$ cat src/rtl/tsu_pkg.sv
package tsu_pkg;

    localparam int TS_W   = 32;
    localparam int KIND_W = 4;
    localparam int SRC_W  = 4;

    typedef enum logic [KIND_W-1:0] {
        EV_NONE    = 4'd0,
        EV_HWPUSH  = 4'd1,
        EV_COMPARE = 4'd2,
        EV_SWPUSH  = 4'd3,
        EV_WRAP    = 4'd4,
        EV_HALF    = 4'd5
    } ev_kind_e;

    typedef enum logic [2:0] {
        RA_CMP    = 3'd0,
        RA_WIDTH  = 3'd1,
        RA_SWPUSH = 3'd2,
        RA_POP    = 3'd3,
        RA_CLROVF = 3'd4,
        RA_LOAD   = 3'd5
    } reg_addr_e;

    typedef struct packed {
        ev_kind_e          kind;
        logic [SRC_W-1:0]  src;
        logic [TS_W-1:0]   stamp;
    } ev_rec_t;

    function automatic ev_rec_t mk_ev(input ev_kind_e k, input logic [SRC_W-1:0] s,
                                      input logic [TS_W-1:0] t);
        ev_rec_t r;
        r.kind  = k;
        r.src   = s;
        r.stamp = t;
        return r;
    endfunction

endpackage

$ cat src/rtl/tsu_counter.sv
module tsu_counter
    import tsu_pkg::*;
#(
    parameter int NREF      = 4,
    parameter int PW_W      = 8,
    parameter int PW_RESET  = 4,
    localparam int SEL_W    = (NREF > 1) ? $clog2(NREF) : 1
) (
    input  logic              clk,
    input  logic              rst,
    input  logic [NREF-1:0]   tick,
    input  logic [SEL_W-1:0]  sel,
    input  logic              load_en,
    input  logic              cmp_we,
    input  logic              width_we,
    input  logic [TS_W-1:0]   wdata,
    output logic [TS_W-1:0]   cnt,
    output logic [TS_W-1:0]   cnt_nxt,
    output logic              wrap_hit,
    output logic              half_hit,
    output logic              cmp_hit,
    output logic              pulse
);

    localparam logic [TS_W-1:0] HALF_EDGE = {1'b0, {(TS_W-1){1'b1}}};

    logic [TS_W-1:0] cmp_q;
    logic [PW_W-1:0] width_q;
    logic [PW_W-1:0] pulse_left;
    logic            tick_g;

    assign tick_g   = tick[sel] && !load_en;
    assign cnt_nxt  = cnt + 1'b1;
    assign wrap_hit = tick_g && (cnt == '1);
    assign half_hit = tick_g && (cnt == HALF_EDGE);
    assign cmp_hit  = tick_g && (cnt_nxt == cmp_q);
    assign pulse    = (pulse_left != '0);

    always_ff @(posedge clk) begin
        if (rst) begin
            cnt        <= '0;
            cmp_q      <= '1;
            width_q    <= PW_W'(PW_RESET);
            pulse_left <= '0;
        end else begin
            if (load_en)       cnt <= wdata;
            else if (tick_g)   cnt <= cnt_nxt;
            if (cmp_we)   cmp_q   <= wdata;
            if (width_we) width_q <= wdata[PW_W-1:0];
            if (cmp_hit)
                pulse_left <= width_q;
            else if (tick_g && pulse)
                pulse_left <= pulse_left - 1'b1;
        end
    end


    cnt_hold_chk: assert property (@(posedge clk) disable iff (rst)
        (!tick[sel] && !load_en) |=> $stable(cnt));

    wrap_value_chk: assert property (@(posedge clk) disable iff (rst)
        wrap_hit |=> (cnt == '0));

    half_value_chk: assert property (@(posedge clk) disable iff (rst)
        half_hit |=> (cnt == ~HALF_EDGE));

    pulse_start_chk: assert property (@(posedge clk) disable iff (rst)
        $rose(pulse) |-> (cnt == cmp_q));

endmodule

$ cat src/rtl/tsu_push_sync.sv
module tsu_push_sync #(
    parameter int NHW = 6
) (
    input  logic           clk,
    input  logic           rst,
    input  logic [NHW-1:0] push_in,
    output logic [NHW-1:0] push_edge
);

    for (genvar g = 0; g < NHW; g++) begin : g_lane
        logic s1, s2, s3;
        always_ff @(posedge clk) begin
            if (rst) begin
                s1 <= 1'b0;
                s2 <= 1'b0;
                s3 <= 1'b0;
            end else begin
                s1 <= push_in[g];
                s2 <= s1;
                s3 <= s2;
            end
        end
        assign push_edge[g] = s2 && !s3;


        edge_single_chk: assert property (@(posedge clk) disable iff (rst)
            push_edge[g] |=> !push_edge[g]);
    end

endmodule

$ cat src/rtl/tsu_stager.sv
module tsu_stager
    import tsu_pkg::*;
#(
    parameter int NHW  = 6,
    localparam int NSLOT = NHW + 4
) (
    input  logic            clk,
    input  logic            rst,
    input  logic [NHW-1:0]  hw_edge,
    input  logic            cmp_hit,
    input  logic            sw_hit,
    input  logic            wrap_hit,
    input  logic            half_hit,
    input  logic [TS_W-1:0] cnt,
    input  logic [TS_W-1:0] cnt_nxt,
    input  logic            fifo_full,
    input  logic            clr_ovf,
    output logic            push,
    output ev_rec_t         push_rec,
    output logic            ovf
);

    logic [NSLOT-1:0] new_ev, pend, pick_oh, lost;
    ev_rec_t          new_rec [NSLOT];
    ev_rec_t          slot_q  [NSLOT];
    logic             pick_any;
    logic             loss;

    always_comb begin
        for (int i = 0; i < NHW; i++) begin
            new_ev[i]  = hw_edge[i];
            new_rec[i] = mk_ev(EV_HWPUSH, SRC_W'(i + 1), cnt);
        end
        new_ev[NHW]    = cmp_hit;
        new_rec[NHW]   = mk_ev(EV_COMPARE, '0, cnt_nxt);
        new_ev[NHW+1]  = sw_hit;
        new_rec[NHW+1] = mk_ev(EV_SWPUSH, '0, cnt);
        new_ev[NHW+2]  = wrap_hit;
        new_rec[NHW+2] = mk_ev(EV_WRAP, '0, cnt_nxt);
        new_ev[NHW+3]  = half_hit;
        new_rec[NHW+3] = mk_ev(EV_HALF, '0, cnt_nxt);
    end

    always_comb begin
        pick_oh  = '0;
        pick_any = 1'b0;
        push_rec = slot_q[0];
        for (int i = 0; i < NSLOT; i++) begin
            if (pend[i] && !pick_any) begin
                pick_oh[i] = 1'b1;
                pick_any   = 1'b1;
                push_rec   = slot_q[i];
            end
        end
    end

    assign push = pick_any && !fifo_full;
    assign lost = new_ev & pend & ~pick_oh;
    assign loss = (|lost) || (pick_any && fifo_full);

    always_ff @(posedge clk) begin
        if (rst) begin
            pend <= '0;
            ovf  <= 1'b0;
            for (int i = 0; i < NSLOT; i++) slot_q[i] <= '0;
        end else begin
            for (int i = 0; i < NSLOT; i++) begin
                if (new_ev[i]) begin
                    pend[i]   <= 1'b1;
                    slot_q[i] <= new_rec[i];
                end else if (pick_oh[i]) begin
                    pend[i]   <= 1'b0;
                end
            end
            if (loss)         ovf <= 1'b1;
            else if (clr_ovf) ovf <= 1'b0;
        end
    end


    ovf_sticky_chk: assert property (@(posedge clk) disable iff (rst)
        (ovf && !clr_ovf) |=> ovf);

endmodule

$ cat src/rtl/tsu_fifo.sv
module tsu_fifo
    import tsu_pkg::*;
#(
    parameter int DEPTH = 16,
    localparam int AW   = $clog2(DEPTH)
) (
    input  logic     clk,
    input  logic     rst,
    input  logic     push,
    input  ev_rec_t  push_rec,
    input  logic     pop,
    output logic     full,
    output logic     nonempty,
    output ev_rec_t  head,
    output logic [AW:0] level
);

    ev_rec_t       mem [DEPTH];
    logic [AW-1:0] wr_ptr, rd_ptr;
    logic          do_push, do_pop;

    assign full     = (level == (AW+1)'(DEPTH));
    assign nonempty = (level != '0);
    assign do_push  = push && !full;
    assign do_pop   = pop && nonempty;
    assign head     = mem[rd_ptr];

    always_ff @(posedge clk) begin
        if (do_push) mem[wr_ptr] <= push_rec;
    end

    always_ff @(posedge clk) begin
        if (rst) begin
            wr_ptr <= '0;
            rd_ptr <= '0;
            level  <= '0;
        end else begin
            if (do_push) wr_ptr <= wr_ptr + 1'b1;
            if (do_pop)  rd_ptr <= rd_ptr + 1'b1;
            case ({do_push, do_pop})
                2'b10:   level <= level + 1'b1;
                2'b01:   level <= level - 1'b1;
                default: level <= level;
            endcase
        end
    end


    full_hold_chk: assert property (@(posedge clk) disable iff (rst)
        (full && push && !pop) |=> full);

    empty_pop_chk: assert property (@(posedge clk) disable iff (rst)
        (!nonempty && pop && !push) |=> !nonempty);

endmodule

$ cat src/rtl/tstamp_event_unit.sv
module tstamp_event_unit
    import tsu_pkg::*;
#(
    parameter int NREF     = 4,
    parameter int NHW      = 6,
    parameter int DEPTH    = 16,
    parameter int PW_W     = 8,
    parameter int PW_RESET = 4,
    localparam int SEL_W   = (NREF > 1) ? $clog2(NREF) : 1,
    localparam int AW      = $clog2(DEPTH)
) (
    input  logic              clk,
    input  logic              rst,
    input  logic [NREF-1:0]   ref_tick,
    input  logic [SEL_W-1:0]  ref_sel,
    input  logic [NHW-1:0]    hw_push,
    input  logic              wr_en,
    input  logic [2:0]        wr_addr,
    input  logic [TS_W-1:0]   wr_data,
    output logic [TS_W-1:0]   ts_count,
    output logic              ev_valid,
    output logic [KIND_W-1:0] ev_kind,
    output logic [SRC_W-1:0]  ev_src,
    output logic [TS_W-1:0]   ev_stamp,
    output logic [AW:0]       ev_level,
    output logic              ovf_flag,
    output logic              cmp_pulse
);

    logic [TS_W-1:0] cnt_nxt;
    logic            wrap_hit, half_hit, cmp_hit;
    logic [NHW-1:0]  hw_edge;
    logic            fifo_push, fifo_full;
    ev_rec_t         push_rec, head;
    logic            we_cmp, we_width, we_sw, we_pop, we_clr, we_load;

    assign we_cmp   = wr_en && (wr_addr == RA_CMP);
    assign we_width = wr_en && (wr_addr == RA_WIDTH);
    assign we_sw    = wr_en && (wr_addr == RA_SWPUSH);
    assign we_pop   = wr_en && (wr_addr == RA_POP);
    assign we_clr   = wr_en && (wr_addr == RA_CLROVF);
    assign we_load  = wr_en && (wr_addr == RA_LOAD);

    tsu_counter #(.NREF(NREF), .PW_W(PW_W), .PW_RESET(PW_RESET)) u_counter (
        .clk(clk), .rst(rst), .tick(ref_tick), .sel(ref_sel),
        .load_en(we_load), .cmp_we(we_cmp), .width_we(we_width), .wdata(wr_data),
        .cnt(ts_count), .cnt_nxt(cnt_nxt), .wrap_hit(wrap_hit), .half_hit(half_hit),
        .cmp_hit(cmp_hit), .pulse(cmp_pulse)
    );

    tsu_push_sync #(.NHW(NHW)) u_sync (
        .clk(clk), .rst(rst), .push_in(hw_push), .push_edge(hw_edge)
    );

    tsu_stager #(.NHW(NHW)) u_stager (
        .clk(clk), .rst(rst), .hw_edge(hw_edge), .cmp_hit(cmp_hit), .sw_hit(we_sw),
        .wrap_hit(wrap_hit), .half_hit(half_hit), .cnt(ts_count), .cnt_nxt(cnt_nxt),
        .fifo_full(fifo_full), .clr_ovf(we_clr), .push(fifo_push),
        .push_rec(push_rec), .ovf(ovf_flag)
    );

    tsu_fifo #(.DEPTH(DEPTH)) u_fifo (
        .clk(clk), .rst(rst), .push(fifo_push), .push_rec(push_rec), .pop(we_pop),
        .full(fifo_full), .nonempty(ev_valid), .head(head), .level(ev_level)
    );

    assign ev_kind  = head.kind;
    assign ev_src   = head.src;
    assign ev_stamp = head.stamp;

endmodule

$ cat config.mk
export PLATFORM = sky130hd
export DESIGN_NAME = tstamp_event_unit
export DESIGN_NICKNAME = d
export VERILOG_FILES = /design/src/rtl/tsu_pkg.sv /design/src/rtl/tsu_counter.sv /design/src/rtl/tsu_push_sync.sv /design/src/rtl/tsu_stager.sv /design/src/rtl/tsu_fifo.sv /design/src/rtl/tstamp_event_unit.sv
export SDC_FILE = /design/constraint.sdc
export NUM_CORES = 1
export LEC_CHECK = 0
export ABC_AREA = 1
export BUFFER_PORTS_ARGS = -buffer_cell sky130_fd_sc_hd__buf_4
export CAP_MARGIN = 0
export CORE_MARGIN = 2
export CORE_UTILIZATION = 56
export DETAILED_ROUTE_END_ITERATION = 16
export PLACE_DENSITY = 0.76
export SYNTH_ARGS = -nofsm -noshare
export SYNTH_HDL_FRONTEND = slang
export SYNTH_SLANG_ARGS = --single-unit
$ cat constraint.sdc
create_clock -name clk -period 3.4 [get_ports clk]
set_input_delay 0.34 -clock clk [delete_from_list [all_inputs] [get_ports clk]]
set_output_delay 0.34 -clock clk [all_outputs]
set_load 0.02 [all_outputs]
# Word level (Yosys, flattened, before mapping)

Memories as Yosys holds them, arrays and structs flattened. A register that Yosys moved wholly into a read port is not among the register bits.
Cells that the tools add are included.
W data, S select, Z words.

Bits in registers: 122
Bits in writable memories: 1020
Input bits: 50
Output and inout port bits: 80
Word-level logic and storage cells: 238
Memories: 2

Memories:

| name            | words | bits a word | rd ports | clocked after Yosys merged registers in | write ports | line             | text |
|---|---|---|---|---|---|---|---|
| u_fifo.mem      | 16    | 40          | 1        | 1                                       | 1           | tsu_fifo.sv:18   | `ev_rec_t mem [DEPTH];` |
| u_stager.slot_q | 10    | 38          | 10       | 0                                       | 10          | tsu_stager.sv:25 | `ev_rec_t slot_q [NSLOT];` |

$add $sub $neg: 6
$lt $le $gt $ge: 1
Equality and inequality tests: 11
Muxes and demuxes: 103
Bitwise logic cells: 13
Reductions and logical operators: 66

Operator list:

| kind                    | count |
|---|---|
| $mux W38                | 10 |
| $mux W40                | 9 |
| $mux W1                 | 76 |
| $mux W32                | 2 |
| $add A32 B1 Y32 const B | 1 |
| $eq A32 B31 Y1 const B  | 1 |
| $eq A32 B32 Y1          | 1 |
| $eq A32 B32 Y1 const B  | 1 |
| $logic_and A1 B1 Y1     | 30 |
| $reduce_bool A2 Y1      | 14 |
| $and A10 B10 Y10        | 2 |
| $logic_not A1 Y1        | 17 |
| $mux W8                 | 2 |
| $not A10 Y10            | 1 |
| $or A1 B1 Y1            | 10 |
| $pmux W5 S2             | 1 |
| $reduce_or A10 Y1       | 1 |
| $add A4 B1 Y4 const B   | 2 |
| $mux W4                 | 2 |
| $reduce_bool A8 Y1      | 1 |
| $sub A8 B1 Y8 const B   | 1 |
| $eq A3 B2 Y1 const B    | 2 |
| $eq A3 B3 Y1 const B    | 2 |
| $add A5 B1 Y5 const B   | 1 |
| other kinds (10)        | 10 |

# Logic depth before layout (Yosys ltp)

Gate-level depths: netlist (run 1).

Depth after elaboration: 33
Mapped depth: 21
Mapped depth without buffers: 20

# Modules after synthesis

A second synthesis (run 1) with hierarchy kept.

Cells, all modules: 4356
Area total of the unflattened synthesis: 47720.8 sq um

Modules (own cells, without submodules):

| module            | instances | cells each | area each (sq um) | seq. area each (sq um) |
|---|---|---|---|---|
| tsu_fifo          | 1         | 1818       | 26431.6           | 19558.8 |
| tsu_stager        | 1         | 1573       | 15412.3           | 10039.6 |
| tsu_counter       | 1         | 888        | 5273.8            | 1601.5 |
| tsu_push_sync     | 1         | 62         | 544.3             | 360.3 |
| tstamp_event_unit | 1         | 15         | 58.8              | 0.0 |

# Worst setup path after synthesis (run 1)

No wires, ideal clock.

Path kind: register -> register
Start: register u_stager.pend[1]
End: memory u_fifo.mem[11][0] (netlist bit) (enable)
Setup time: 0.433 ns
Arrival time: 3.085 ns
Required time: 2.967 ns
Slack: -0.119 ns
Cell stages (with the launch flop): 15
Buffers on the path: 1
Clock period less this slack: 3.519 ns
Path through: dfxtp_1 -> buf_2 -> nor2_4 -> nand2_1 -> nor2_1 -> nand2_1 -> nor2_2 -> nand2_1 -> or2_1 -> nor2_2 -> nand2_1 -> nand2_1 -> inv_1 -> nand2_1 -> nor2_1

Word-level cells in the longest chain between the ends: 30

RTL lines:

| element                           | line             | text |
|---|---|---|
| start: declaration                | tsu_stager.sv:23 | `logic [NSLOT-1:0] new_ev, pend, pick_oh, lost;` |
| start signal: assignment          | tsu_stager.sv:63 | `pend <= '0;` |
| start signal: indexed assignment  | tsu_stager.sv:69 | `pend[i] <= 1'b1;` |
| start signal: indexed assignment  | tsu_stager.sv:72 | `pend[i] <= 1'b0;` |
| $logic_and A1 B1 Y1 (*)           | tsu_stager.sv:49 | `if (pend[i] && !pick_any) begin` |
| $mux W1 (*)                       | tsu_stager.sv:49 |  |
| $logic_not A1 Y1                  | tsu_stager.sv:49 |  |
| $logic_and A1 B1 Y1               | tsu_stager.sv:49 |  |
| $mux W1 (*)                       | tsu_stager.sv:49 |  |
| $logic_not A1 Y1                  | tsu_stager.sv:49 |  |
| $logic_and A1 B1 Y1               | tsu_stager.sv:49 |  |
| $mux W1 (*)                       | tsu_stager.sv:49 |  |
| [14 not listed]                   | n/a              |  |
| $mux W1 (*)                       | tsu_stager.sv:49 |  |
| $logic_not A1 Y1                  | tsu_stager.sv:49 |  |
| $logic_and A1 B1 Y1               | tsu_stager.sv:49 |  |
| $mux W1 (*)                       | tsu_stager.sv:49 |  |
| $logic_and A1 B1 Y1 (*)           | tsu_stager.sv:57 | `assign push = pick_any && !fifo_full;` |
| $logic_and A1 B1 Y1 (*)           | tsu_fifo.sv:24   | `assign do_push = push && !full;` |
| $mux W1 (*)                       | tsu_fifo.sv:29   | `if (do_push) mem[wr_ptr] <= push_rec;` |
| $mux W1 (implied by the code) (*) | tsu_fifo.sv:29   |  |
| end: declaration                  | tsu_fifo.sv:18   |  |

Mark *: on every way between the ends. The rest lies on a longest branch, timed or not.

# Worst setup path in the final report (run 1)

Start: register u_stager.pend[0]
End: memory u_fifo.mem[11][14] (netlist bit) (enable)

Word-level cells in the longest chain between the ends: 32

RTL lines:

| element                           | line |
|---|---|
| $mux W1 (*)                       | tsu_stager.sv:49 |
| $logic_not A1 Y1                  | tsu_stager.sv:49 |
| $logic_and A1 B1 Y1               | tsu_stager.sv:49 |
| $mux W1 (*)                       | tsu_stager.sv:49 |
| $logic_not A1 Y1                  | tsu_stager.sv:49 |
| $logic_and A1 B1 Y1               | tsu_stager.sv:49 |
| $mux W1 (*)                       | tsu_stager.sv:49 |
| $logic_not A1 Y1                  | tsu_stager.sv:49 |
| [16 not listed]                   | n/a |
| $mux W1 (*)                       | tsu_stager.sv:49 |
| $logic_not A1 Y1                  | tsu_stager.sv:49 |
| $logic_and A1 B1 Y1               | tsu_stager.sv:49 |
| $mux W1 (*)                       | tsu_stager.sv:49 |
| $logic_and A1 B1 Y1 (*)           | tsu_stager.sv:57 |
| $logic_and A1 B1 Y1 (*)           | tsu_fifo.sv:24 |
| $mux W1 (*)                       | tsu_fifo.sv:29 |
| $mux W1 (implied by the code) (*) | tsu_fifo.sv:29 |

Marks and branches as above.

==> impl_metrics.json, run 1 <==
{
  "fin_nets": 4325,
  "track_usage_pct": 29.5,
  "final_util_pct": 64.8,
  "initial_core_util_pct": 56.4,
  "yosys_warnings": 0,
  "clk_pin_slew_ns": 0.06,
  "root_buffer": "clkbuf_16",
  "antennaDiodeCount": 0,
  "fin_area_mm2": 0.0520,
  "holdCritPathClass": "input pin to flop",
  "syn2layout_area_growth_pct": 14.9,
  "final_cells": 5406,
  "die_x_um": 288,
  "ys.flop_type": "edfxtp_1",
  "die-height_um": 288,
  "p_leak_nw": 18.8,
  "dr_wl_met2_um": 58600,
  "drc": 0,
  "final_antenna_net_count": 0,
  "rr_startpoint": "u_stager.pend[0]$_SDFFE_PP0P_",
  "ys_ff_latch": 1064,
  "grt_pass1_vias": 30436,
  "numCtsBuffers": 104,
  "drt_wl_total_um": 123000,
  "grt_start_max_net_pins": 103,
  "cp-startpoint": "u_stager.pend[0]$_SDFFE_PP0P_",
  "maxCapViolCount": 0,
  "clock_path_buffers": 3,
  "dpl.cell_count": 5168,
  "hold_start": "rst",
  "peakVddDrop_uv": 462,
  "postSynth.asyncResetShare_pct": 0,
  "io_pins": 130,
  "finalCritPeriodShare_pct": 94.8,
  "synth.distinct_cells": 45,
  "crit_required_ns": 3.69,
  "setup.worst_path.start_class": "flop",
  "end_kind": "flop",
  "row_count": 104,
  "wl_per_cell_um": 22.8,
  "fillers": 5928,
  "power_density_mw_per_mm2": 553,
  "fin_setup_tns_ns": 0,
  "worstMarginPinSlew_ns": 1.31,
  "hpwl_um": 75900,
  "drt_iter0_drc": 3573,
  "grt_pass1_wl_um": 184000,
  "hold_viol_final": 0,
  "rsz0062_at_grt": "true",
  "ys_top_cells_by_area": "edfxtp_1, dfxtp_1, nand2_1",
  "final.setup_skew_ns": 0.0222,
  "final-setup-viol-count": 0,
  "min_period_ns": 3.22,
  "synth_adder_area_share_pct": 0.376,
  "slew_violations": 0,
  "synth_edf_count": 929,
  "avgSynthCellArea_um2": 11.2,
  "core_area_mm2": 0.0803,
  "mostFrequentLayoutCell": "edfxtp_1",
  "seq_area_mm2": 0.0306,
  "io_buffers": 127,
  "synth-xor-area-share_pct": 0.224,
  "cts_tree": "built",
  "crit_type": "flop to flop",
  "wl_met1_um": 48100,
  "arrival_ns": 3.51,
  "synth_top_family_by_area": "simple AND/OR/NAND/NOR gates",
  "routed_via_density": 5.91,
  "cts.htree.levels": 3,
  "vias": 31941,
  "cp_max_fo": 31,
  "place_congestion": 0.938,
  "final_layout_size_suffix_gt1_share_pct": 11.7,
  "ys_seq_area_share_pct": 67.6,
  "postSynthCellCount": 4046,
  "post_dp_cell_area_mm2": 0.0482,
  "antenna_found_initial": 0,
  "clock_latency_ns": 0.67,
  "outcome": "complete, no violations",
  "final_cell_mix": "edfxtp_1, nand2_1, nor2_1, inv_1, nand3_1",
  "die_area_mm2": 0.0832,
  "firstDrtPassIters": 6,
  "max_freq_mhz": 310,
  "netlist_area_mm2": 0.0453,
  "synthMuxAreaShare_pct": 3.36,
  "multi_input_area_mm2": 0.0129,
  "topRoutingLayerUsed": "met4",
  "clock-sinks": 1064,
  "synth-simple-area-share_pct": 13.7,
  "wl_met3_um": 10700,
  "synth_compound_area_share_pct": 9.94,
  "yosysTopAreaCell": "edfxtp_1",
  "overflow": 0,
  "relSlewSlack_pct": 12.6,
  "hold_ws_ns": 0.0411,
  "synth_top_area_share_pct": 61.6
}
-- synth_stat cells, drive strengths merged (6+ instances only) --
| cell type | instances |
|---|---|
| a21oi | 201 |
| a31oi | 31 |
| buf | 51 |
| clkbuf | 180 |
| clkinv | 15 |
| dfxtp | 135 |
| edfxtp | 929 |
| ha | 12 |
| inv | 319 |
| mux2i | 152 |
| nand2 | 651 |
| nand3 | 292 |
| nand3b | 10 |
| nand4 | 17 |
| nor2 | 493 |
| nor3 | 10 |
| o211ai | 211 |
| o21ai | 275 |
| o221ai | 30 |
| xor2 | 6 |
-- sequential cells by signal, indices dropped and copies added, names as in the netlist, 8 cells and up, named ones only --
signal and flops:
u_counter.cmp_q 32, u_counter.width_q 8, u_counter.pulse_left 8, u_counter.cnt 32, u_fifo.mem 608, u_stager.pend 10
u_stager.slot_q 330
-- cells by family (layout without fill, tap and decap cells) --
kind of cell,Yosys count,count (layout)
adder cells (fa/ha/maj),13,13
other,1,32
multiplexers,152,152
XOR/XNOR,10,10
buffers and inverters,565,832
AND/OR/NAND/NOR,1483,1485
flip-flops,1064,1064
AO/OA/AOI/OAI,758,758
-- path summary, 6_finish.rpt --
check	to	slack, ns	cells past startpoint
hold reg to reg	u_sync.g_lane[0].s2$_SDFF_PP0_	0.40	2
hold / removal	u_counter.cnt[14]$_SDFFE_PP0P_	0.04	2
setup / recovery	u_fifo.mem[11][14]$_DFFE_PP_	0.18	15
setup reg to reg	u_fifo.mem[11][14]$_DFFE_PP_	0.18	15
-- worst max-delay path, cell delays in order, from the launching register on --
cell     delay, ns
dfxtp_1       0.42
nor2_4        0.08
nand2_1       0.08
nor2_1        0.06
nand2_1       0.13
nor2_2        0.06
nand2_1       0.10
or2_1         0.20
nor2_2        0.06
nand2_1       0.13
nand2_2       0.12
inv_1         0.18
nand2_1       0.17
buf_4         0.21
nor2_4        0.24
buf_4         0.58
-- metal layers --
metal  vias up  track usage (%)
li1      14689                -
met1     15348             39.4
met2      1635             48.2
met3       269             4.37
met4         0             13.1
met5         -                0
-- final cells by class --
class                      count  share of cell area [%]
multi-input combinational   2450                    24.8
clock inverter                62                    1.00
sequential                  1064                    58.8
timing repair buffer         308                    5.14
clock buffer                 128                    5.29
inverter                     334                    2.42
tap                         1060                    2.55
-- power by group --
group	internal [mW]	total, mW	switching (mW)	leakage (nW)
Combinational	0.809	2.63	1.82	7.24
Sequential	14.8	15.0	0.172	9.93
Clock	6.23	11.1	4.92	1.62
-- through the flow --
step / power [mW] / setup slack, ns
after global placement: 17.7 / 0.0779
after detailed placement: 17.8 / -0.00531
after CTS: 28.8 / 0.0410
final: 28.8 / 0.178
after global routing: 29.6 / -0.120
after floorplan: 16.7 / -0.119
-- repair_timing --
action                     CTS  global route
setup endpoints to repair   35           381
hold buffers                38             0
resized for setup            2            23
hold endpoints to repair    78             0
gates cloned                 1             1
pin swaps                    1             4
buffers inserted             0             8
Note: power is estimated with default switching activity, not from simulation.
==> run 2, diff against run 1 <==
CORE_UTILIZATION = 60   (was 56)
PLACE_DENSITY = 0.77   (was 0.76)
clock period = 3.5 ns   (was 3.4 ns; I/O delays follow)
==> run 2 against run 1 <==
Total power decreased by 1.8%. Wire length decreased by 0.81%. Die area decreased by 6.6%. Core utilization increased by 4.9 points. Global-route usage increased by 1.5 points. Flip-flop and latch count unchanged. Critical path type unchanged. Largest cell class unchanged. Largest power group unchanged.
==> impl_metrics.json, run 2 (synthesis results as in run 1) <==
{
  "outcome": "complete, no violations",
  "core_area_mm2": 0.0746,
  "final_layout_size_suffix_gt1_share_pct": 11.5,
  "reg2reg_slack_ns": 0.13,
  "wl_per_cell_um": 23.0,
  "grt_pass1_vias": 30763,
  "end_kind": "flop",
  "track_usage_pct": 31.0,
  "slew_violations": 0,
  "final_util_pct": 69.7,
  "firstDrtPassIters": 6,
  "drt_iter0_drc": 3958,
  "max_freq_mhz": 297,
  "cp_max_fo": 25,
  "drt_wl_total_um": 122000,
  "syn2layout_area_growth_pct": 14.7,
  "peakVddDrop_uv": 421,
  "numCtsBuffers": 105,
  "die_x_um": 279,
  "relSlewSlack_pct": 11.2,
  "final-setup-viol-count": 0,
  "arrival_ns": 3.73,
  "clock_path_buffers": 3,
  "holdCritPathClass": "input pin to flop",
  "post_dp_cell_area_mm2": 0.0480,
  "largest_reg_flops": 608,
  "total_power_mw": 28.3,
  "grt_pass1_wl_um": 182000,
  "maxCapViolCount": 0,
  "finalCritPeriodShare_pct": 96.2,
  "hpwl_um": 74200,
  "power_density_mw_per_mm2": 544,
  "routed_via_density": 6.04,
  "cts_tree": "built",
  "clock-sinks": 1064,
  "drc": 0,
  "mostFrequentLayoutCell": "edfxtp_1",
  "antenna_found_initial": 1,
  "fin_nets": 4324,
  "rsz0062_at_grt": "true",
  "io_buffers": 127,
  "final_antenna_net_count": 0,
  "dpl.cell_count": 5071,
  "setup.worst_path.start_class": "flop",
  "clk_pin_slew_ns": 0.06,
  "final.setup_skew_ns": 0.0234,
  "root_buffer": "clkbuf_16",
  "crit_type": "flop to flop",
  "overflow": 0,
  "initial_core_util_pct": 60.7,
  "cts.htree.levels": 3,
  "min_period_ns": 3.37,
  "final_cells": 5314,
  "worst_slack_ns": 0.132,
  "grt_start_max_net_pins": 105,
  "p_leak_nw": 18.8,
  "worstMarginPinSlew_ns": 1.33,
  "clock_latency_ns": 0.67,
  "fin_area_mm2": 0.0520,
  "row_count": 100,
  "die_area_mm2": 0.0777,
  "hold_viol_final": 0,
  "die-height_um": 279,
  "vias": 32116,
  "place_congestion": 0.989,
  "fillers": 5211,
  "top_register": "u_fifo.mem",
  "place_ws_ns": 0.00810,
  "antennaDiodeCount": 0,
  "crit_required_ns": 3.86,
  "top_regs": "u_fifo.mem x608, u_stager.slot_q x330",
  "io_pins": 130,
  "final_cell_mix": "edfxtp_1, nand2_1, nor2_1, inv_1, nand3_1"
}
-- run 2: worst max-delay path, cell delays in order, from the launching register on --
cell     delay [ns]
dfxtp_1        0.42
nor2_4         0.07
nand2_1        0.09
nor2_2         0.05
nand2_1        0.11
nor2_2         0.06
nand2_1        0.10
or2_1          0.19
nor2_2         0.06
nand2_1        0.12
nand2_4        0.11
inv_1          0.15
nand2_1        0.26
nor2_4         0.92
buf_6          0.31
-- run 2: area by class of cell --
| class | count | area, µm² | share of cell area [%] |
|---|---|---|---|
| flip-flops and latches | 1064 | 30600 | 58.9 |
| multi-input cells | 2450 | 12900 | 24.7 |
| clock buffers | 142 | 2860 | 5.50 |
| repair buffers | 306 | 2640 | 5.07 |
| inverters | 334 | 1260 | 2.42 |
| well taps | 969 | 1210 | 2.33 |
| clock inverters | 49 | 523 | 1.01 |
-- run 2: report_power, final --
group          internal, mW  leakage, nW  switching [mW]
Clock                  6.38         1.64            4.75
Sequential             14.4         9.93           0.169
Combinational         0.789         7.23            1.78
-- run 2: repair_timing --
| item | in CTS | in global routing |
|---|---|---|
| hold buffers | 38 | 0 |
| hold endpoints to repair | 76 | 0 |
| setup buffers | 0 | 12 |
| gates resized for setup | 0 | 18 |
| setup endpoints to repair | 0 | 457 |
-- run 2: stage by stage --
stage	hold slack, ns	setup TNS (ns)
after global placement	0.395	0
after CTS	0.0324	0
after detailed placement	0.396	0
after floorplan	0.388	-2.82
final	0.0405	0
after global routing	0.0686	-0.0365
-- run 2: layer usage --
metal / GRT usage, % / share of wire [%] / wire [µm] / vias to the layer above
met4: 13.8 / 4.2 / 5200 / 2
met1: 41.0 / 39 / 47100 / 15578
met3: 4.07 / 8.3 / 10100 / 245
met5: 0 / 0.011 / 13 / -
met2: 51.7 / 49 / 60000 / 1618
li1: - / - / - / 14673
-- run 2: worst paths after layout --
| path | from | end | cells past startpoint |
|---|---|---|---|
| hold reg to reg | u_sync.g_lane[4].s1$_SDFF_PP0_ | u_sync.g_lane[4].s2$_SDFF_PP0_ | 2 |
| setup reg to reg | u_stager.pend[0]$_SDFFE_PP0P_ | u_fifo.mem[3][0]$_DFFE_PP_ | 14 |
| hold / removal | rst | u_sync.g_lane[4].s2$_SDFF_PP0_ | 2 |
| setup / recovery | u_stager.pend[0]$_SDFFE_PP0P_ | u_fifo.mem[3][0]$_DFFE_PP_ | 14 |
